<file path="src/rtl/pal_cell_pkg.sv">
package pal_cell_pkg;

    localparam int PT_COUNT = 8;

    typedef enum logic [1:0] {
        OE_FROM_PIN  = 2'd0,
        OE_FROM_TERM = 2'd1,
        OE_FORCE_ON  = 2'd2,
        OE_FORCE_OFF = 2'd3
    } oe_src_e;

    typedef enum logic [1:0] {
        FB_FROM_REG  = 2'd0,
        FB_FROM_PAD  = 2'd1,
        FB_FROM_ADJ  = 2'd2
    } fb_src_e;

    typedef struct packed {
        oe_src_e oe_src;
        fb_src_e fb_src;
        logic    skip_term0;
        logic    use_reg;
        logic    drive_off;
    } cell_ctrl_t;

    function automatic logic apply_polarity(input logic sum, input logic invert);
        return invert ? ~sum : sum;
    endfunction

endpackage

</file>
<file path="src/rtl/pal_cell_decode.sv">
module pal_cell_decode
    import pal_cell_pkg::*;
(
    input  logic       glb_a,
    input  logic       glb_b,
    input  logic       loc_sel,
    output cell_ctrl_t ctrl
);

    always_comb begin
        ctrl = '{oe_src: OE_FORCE_OFF, fb_src: FB_FROM_PAD,
                 skip_term0: 1'b0, use_reg: 1'b0, drive_off: 1'b1};
        unique case ({glb_a, glb_b, loc_sel})
            3'b010: begin
                ctrl.oe_src    = OE_FROM_PIN;
                ctrl.fb_src    = FB_FROM_REG;
                ctrl.use_reg   = 1'b1;
                ctrl.drive_off = 1'b0;
            end
            3'b011, 3'b111: begin
                ctrl.oe_src     = OE_FROM_TERM;
                ctrl.fb_src     = FB_FROM_PAD;
                ctrl.skip_term0 = 1'b1;
                ctrl.drive_off  = 1'b0;
            end
            3'b100: begin
                ctrl.oe_src    = OE_FORCE_ON;
                ctrl.fb_src    = FB_FROM_ADJ;
                ctrl.drive_off = 1'b0;
            end
            3'b101: begin
                ctrl.oe_src = OE_FORCE_OFF;
                ctrl.fb_src = FB_FROM_ADJ;
            end
            default: begin
                ctrl.oe_src = OE_FORCE_OFF;
                ctrl.fb_src = FB_FROM_PAD;
            end
        endcase
    end

endmodule

</file>
<file path="src/rtl/pal_cell_sum.sv">
module pal_cell_sum
    import pal_cell_pkg::*;
#(
    parameter int NUM_PT = PT_COUNT
) (
    input  logic [NUM_PT-1:0] pt,
    input  logic              skip_term0,
    input  logic              invert,
    output logic              sum_adj
);

    logic [NUM_PT-1:0] gated;

    for (genvar i = 0; i < NUM_PT; i++) begin : g_term
        if (i == 0) begin : g_shared
            assign gated[i] = pt[i] & ~skip_term0;
        end else begin : g_plain
            assign gated[i] = pt[i];
        end
    end

    assign sum_adj = apply_polarity(|gated, invert);

endmodule

</file>
<file path="src/rtl/pal_cell_reg.sv">
module pal_cell_reg #(
    parameter int WIDTH = 1
) (
    input  logic             clk,
    input  logic             rst,
    input  logic [WIDTH-1:0] d,
    output logic [WIDTH-1:0] q
);

    always_ff @(posedge clk) begin
        if (rst) q <= '0;
        else     q <= d;
    end

endmodule

</file>
<file path="src/rtl/pal_macrocell.sv">
module pal_macrocell
    import pal_cell_pkg::*;
#(
    parameter int NUM_PT = PT_COUNT
) (
    input  logic              clk,
    input  logic              rst,
    input  logic              glb_a,
    input  logic              glb_b,
    input  logic              loc_sel,
    input  logic              loc_inv,
    input  logic              ext_oe,
    input  logic [NUM_PT-1:0] pt,
    input  logic              pad_in,
    input  logic              adj_pad_in,
    output logic              pin_drive,
    output logic              pin_oe,
    output logic              fb_out
);

    cell_ctrl_t ctrl;
    logic       sum_adj;
    logic       reg_q;

    pal_cell_decode u_decode (
        .glb_a   (glb_a),
        .glb_b   (glb_b),
        .loc_sel (loc_sel),
        .ctrl    (ctrl)
    );

    pal_cell_sum #(.NUM_PT(NUM_PT)) u_sum (
        .pt         (pt),
        .skip_term0 (ctrl.skip_term0),
        .invert     (loc_inv),
        .sum_adj    (sum_adj)
    );

    pal_cell_reg #(.WIDTH(1)) u_reg (
        .clk (clk),
        .rst (rst),
        .d   (sum_adj),
        .q   (reg_q)
    );

    always_comb begin
        unique case (ctrl.oe_src)
            OE_FROM_PIN:  pin_oe = ext_oe;
            OE_FROM_TERM: pin_oe = pt[0];
            OE_FORCE_ON:  pin_oe = 1'b1;
            default:      pin_oe = 1'b0;
        endcase
    end

    always_comb begin
        if (ctrl.drive_off)    pin_drive = 1'b0;
        else if (ctrl.use_reg) pin_drive = ~reg_q;
        else                   pin_drive = sum_adj;
    end

    always_comb begin
        unique case (ctrl.fb_src)
            FB_FROM_REG: fb_out = reg_q;
            FB_FROM_ADJ: fb_out = adj_pad_in;
            default:     fb_out = pad_in;
        endcase
    end

endmodule

</file>
<file path="config.mk">
export PLATFORM = sky130hd
export DESIGN_NAME = pal_macrocell
export DESIGN_NICKNAME = d
export VERILOG_FILES = /design/src/rtl/pal_cell_pkg.sv /design/src/rtl/pal_cell_decode.sv /design/src/rtl/pal_cell_sum.sv /design/src/rtl/pal_cell_reg.sv /design/src/rtl/pal_macrocell.sv
export SDC_FILE = /design/constraint.sdc
export NUM_CORES = 1
export LEC_CHECK = 0
export CELL_PAD_IN_SITES_DETAIL_PLACEMENT = 0
export CELL_PAD_IN_SITES_GLOBAL_PLACEMENT = 1
export CORE_AREA = 3 3 40 42
export DETAILED_ROUTE_END_ITERATION = 8
export DIE_AREA = 0 0 43 45
export PLACE_DENSITY_LB_ADDON = 0.1
export SLEW_MARGIN = 20
export SYNTH_ARGS = -nofsm -noshare
export SYNTH_HDL_FRONTEND = slang
export SYNTH_SLANG_ARGS = --single-unit
</file>
<file path="constraint.sdc">
create_clock -name clk -period 1.7 [get_ports clk]
set_input_delay 0.255 -clock clk [delete_from_list [all_inputs] [get_ports clk]]
set_output_delay 0.255 -clock clk [all_outputs]
set_load 0.05 [all_outputs]
</file>
==> summary.md <==
| Metric | Value |
|---|---|
| Worst Hold Path Cells | 5 |
| Clock period minus final worst setup slack | about 1.9 ns |
| Largest family of logic cells by synthesized area | simple AND/OR/NAND/NOR gates |
| Worst hold slack | between 0.7 and 0.8 ns |
| Setup WS post-layout | -0.158 ns |
| Via count of the first global-routing pass | 340 |
| Result of the run | finished, violations left |
| Pins Over Slew Limit | 0 |
| CP Data Arrival Time | approximately 1.6 ns |
| Clock slew at reported path FFs | 0 ns |
| Vias | between 300 and 400 |
| Post-Place Cells | between 60 and 70 |
| Pin count of the biggest net entering global routing | 6 |
| Register with the highest flop count | u_reg.q |
| Detail-routed via count per cell | around 4.7 |
| Post-synthesis sequential area ratio | approximately 10% |
| Fillers | approximately 130 |
| Violated checks | negative setup slack |
| Number of routed nets with antenna violations | 0 |
| Synth Flop Type | sky130_fd_sc_hd__dfxtp_1 |
| Core box area | 1280 um2 |
| Final cell count without fillers | 66 |
| Ranking of synthesized cells by area | sky130_fd_sc_hd__mux2_2 12%, sky130_fd_sc_hd__dfxtp_1 10%, sky130_fd_sc_hd__o21ai_0 7.8%, sky130_fd_sc_hd__a221oi_2 7.8%, sky130_fd_sc_hd__nand2_1 5.8% |
| Routability cong. | ~0.8 |
| Design area | approximately 510 um2 |
| Unrepaired setup endpoints after global routing | true |
| Cell type with the highest aggregate area in the netlist | sky130_fd_sc_hd__mux2_2 |
| Worst hold path startpoint | pt[7] |
| Post-synth EDFFs | 0 |
| Setup slack at placement | -0.508 ns |
| Count of mapped cells out of synthesis | 26 |
| Flip-flop count of the largest register after layout | 1 |
| Critical path endpoint category | output port |
| Hold worst-path end | u_reg.q |
| Antenna violations before repair | 0 |
| Class of the tightest hold or removal check | primary input to register |
| Post-synth top cells | 3 x sky130_fd_sc_hd__nand2_1, 3 x sky130_fd_sc_hd__o21ai_0, 2 x sky130_fd_sc_hd__mux2_2, 2 x sky130_fd_sc_hd__nor2_1, 2 x sky130_fd_sc_hd__nor3_1 |
| Met2 Wirelength | between 400 and 500 um |
| Crit path required time | roughly 1.4 ns |
| Met1 WL | 247 um |
| Global-route wire length before repair | roughly 1400 um |
| Post-layout net count | 70 |
| Final setup fails | 1 |
| Fraction of synthesized cell area in xor and xnor cells | 0% |
| Number of top-level pins | 20 |
| Overall die height | 45 um |
| Rel. slew slack | roughly three quarters |
| Port Buffers | 19 |
| Residual overflow from global routing | 0 |
| Actual slew at the worst max-slew pin | between 0.3 and 0.4 ns |
| Area added between synthesis and finish | 165% |
| Basic-gate share of the synthesized area counting and, or, nand and nor cells | around 40% |
| Aggregate routed wire length | about 800 um |
| Post-CTS Setup Bufs | 0 |
| Fraction of synthesis flops using an asynchronous set or reset pin | 0% |
| Initial core utilization | approximately 15% |
| Top routing layer in use | met3 |
| Area taken by multi-input logic gates | 221 um2 |
| Largest registers in the final layout | u_reg.q (1) |
| Synth Area in Compound Gates | just under 30% |
| Full die area | 1940 um2 |
| Count of routing violations after the opening detailed-route iteration | 3 |
| Pwr Density | ~310 nW/um2 |
| Fraction of final layout cells sized beyond drive strength 1 | a little under half |
| Number of remaining DRC errors | 0 |
| Synthesis-stage register bit count | 1 |
| HPWL after detailed placement | approximately 720 um |
| Global Route Usage Sum | approximately 8.5% |
| Chip width | 43 um |
| Util after Layout | about two fifths |
| Number of core rows | 13 |
| Synth warn | 0 |
| Leakage | 0.219 nW |
| Register area | about 20 um2 |
| Highest attainable clock frequency | roughly 0.54 GHz |
| Area share of the largest cell type after synthesis | between 10% and 20% |
| TritonRoute pass-1 iters | 4 |
| Cell variety after synth | 19 |
| Total inserted antenna cells | 0 |
| Top fanout value on the critical path | 2 |
| Routed length per instance | 11.8 um |
| Area share of fa/ha/maj cells after synthesis | 0% |
| Avg Synthesized Cell Area | about 7.4 um2 |
| Multiplexer share of the synthesized area | 16.9% |
| Tcrit/Tclk final | 109% |
| Critical path type | primary input to output port |
| Mapped cell area | 193 um2 |
| Peak VDD IR | 0.000105 V |
| Net count after synthesis | 43 |
| Startpoint types | primary input |
| Maxcap violations | 0 |
| Standard cell area after detailed placement | between 400 and 500 um2 |
| Number of failing hold endpoints at the final stage | 0 |
| Met3 WL post-DR | about 67 um |
==> cell type report <==
type / count / share of cell area [%]
multi-input cells: 24 / 43.4
well taps: 15 / 3.68
flip-flops and latches: 1 / 3.92
repair buffers: 26 / 49.0
==> power by group <==
group          switching (W)  leakage, nW  total (W)  internal (W)
logic              0.0000587        0.210   0.000133     0.0000747
clock network              0            0          0             0
registers        0.000000645      0.00834  0.0000259     0.0000253
total              0.0000593        0.219   0.000159      0.000100
==> metal layers <==
| layer | vias to the layer above | GRT usage, % |
|---|---|---|
| met3 | 0 | 0.797 |
| met4 | 0 | 0 |
| met1 | 140 | 8.11 |
| met5 | - | 0 |
| li1 | 152 | - |
| met2 | 16 | 19.8 |
==> critical path, stage by stage <==
cell and delay (ns):
sky130_fd_sc_hd__buf_6 0.09, sky130_fd_sc_hd__or4_4 0.53, sky130_fd_sc_hd__o311a_4 0.33, sky130_fd_sc_hd__a221oi_4 0.23, sky130_fd_sc_hd__buf_12 0.17
==> logic make-up after synthesis <==
logic type / after synthesis
buffers and inverters: 1
AOI/OAI and AO/OA: 7
muxes: 3
and+or+nand+nor: 14
DFF: 1
==> worst max path at each step <==
stage / start / endpoint / slack [ns] / cells after the start
after floorplan: pt[2] / pin_drive / -0.16 / 3
after global placement: pt[2] / pin_drive / -0.47 / 5
after detailed placement: pt[2] / pin_drive / -0.51 / 5
after CTS: pt[7] / pin_drive / -0.22 / 5
after global routing: pt[7] / pin_drive / -0.19 / 5
final: pt[7] / pin_drive / -0.16 / 5
==> what timing repair did <==
item | in CTS | in global routing
setup endpoints to repair | 4 | 2
resized for setup | 27 | 4
hold buffers | 0 | 0
pin swaps | 5 | 2
cloned | 0 | 0
==> placed cells by master (no fill, tap or decap), drive strengths merged, types with 2 or more instances in the layout <==
master,n
dlygate4sd2,3
clkdlybuf4s15,4
mux2,2
buf,13
clkdlybuf4s50,5
nand2,3
nor2,2
nor3,2
o21ai,3
==> metrics by stage <==
stage | power [W] | setup TNS [ns]
6_report | 0.000159 | -0.158
3_5_place_dp | 0.000158 | -0.886
5_1_grt | 0.000168 | -0.195
3_3_place_gp | 0.000154 | -0.787
4_1_cts | 0.000161 | -0.221
2_1_floorplan | 0.0000796 | -0.160
Note: power is estimated with default switching activity, not from simulation.
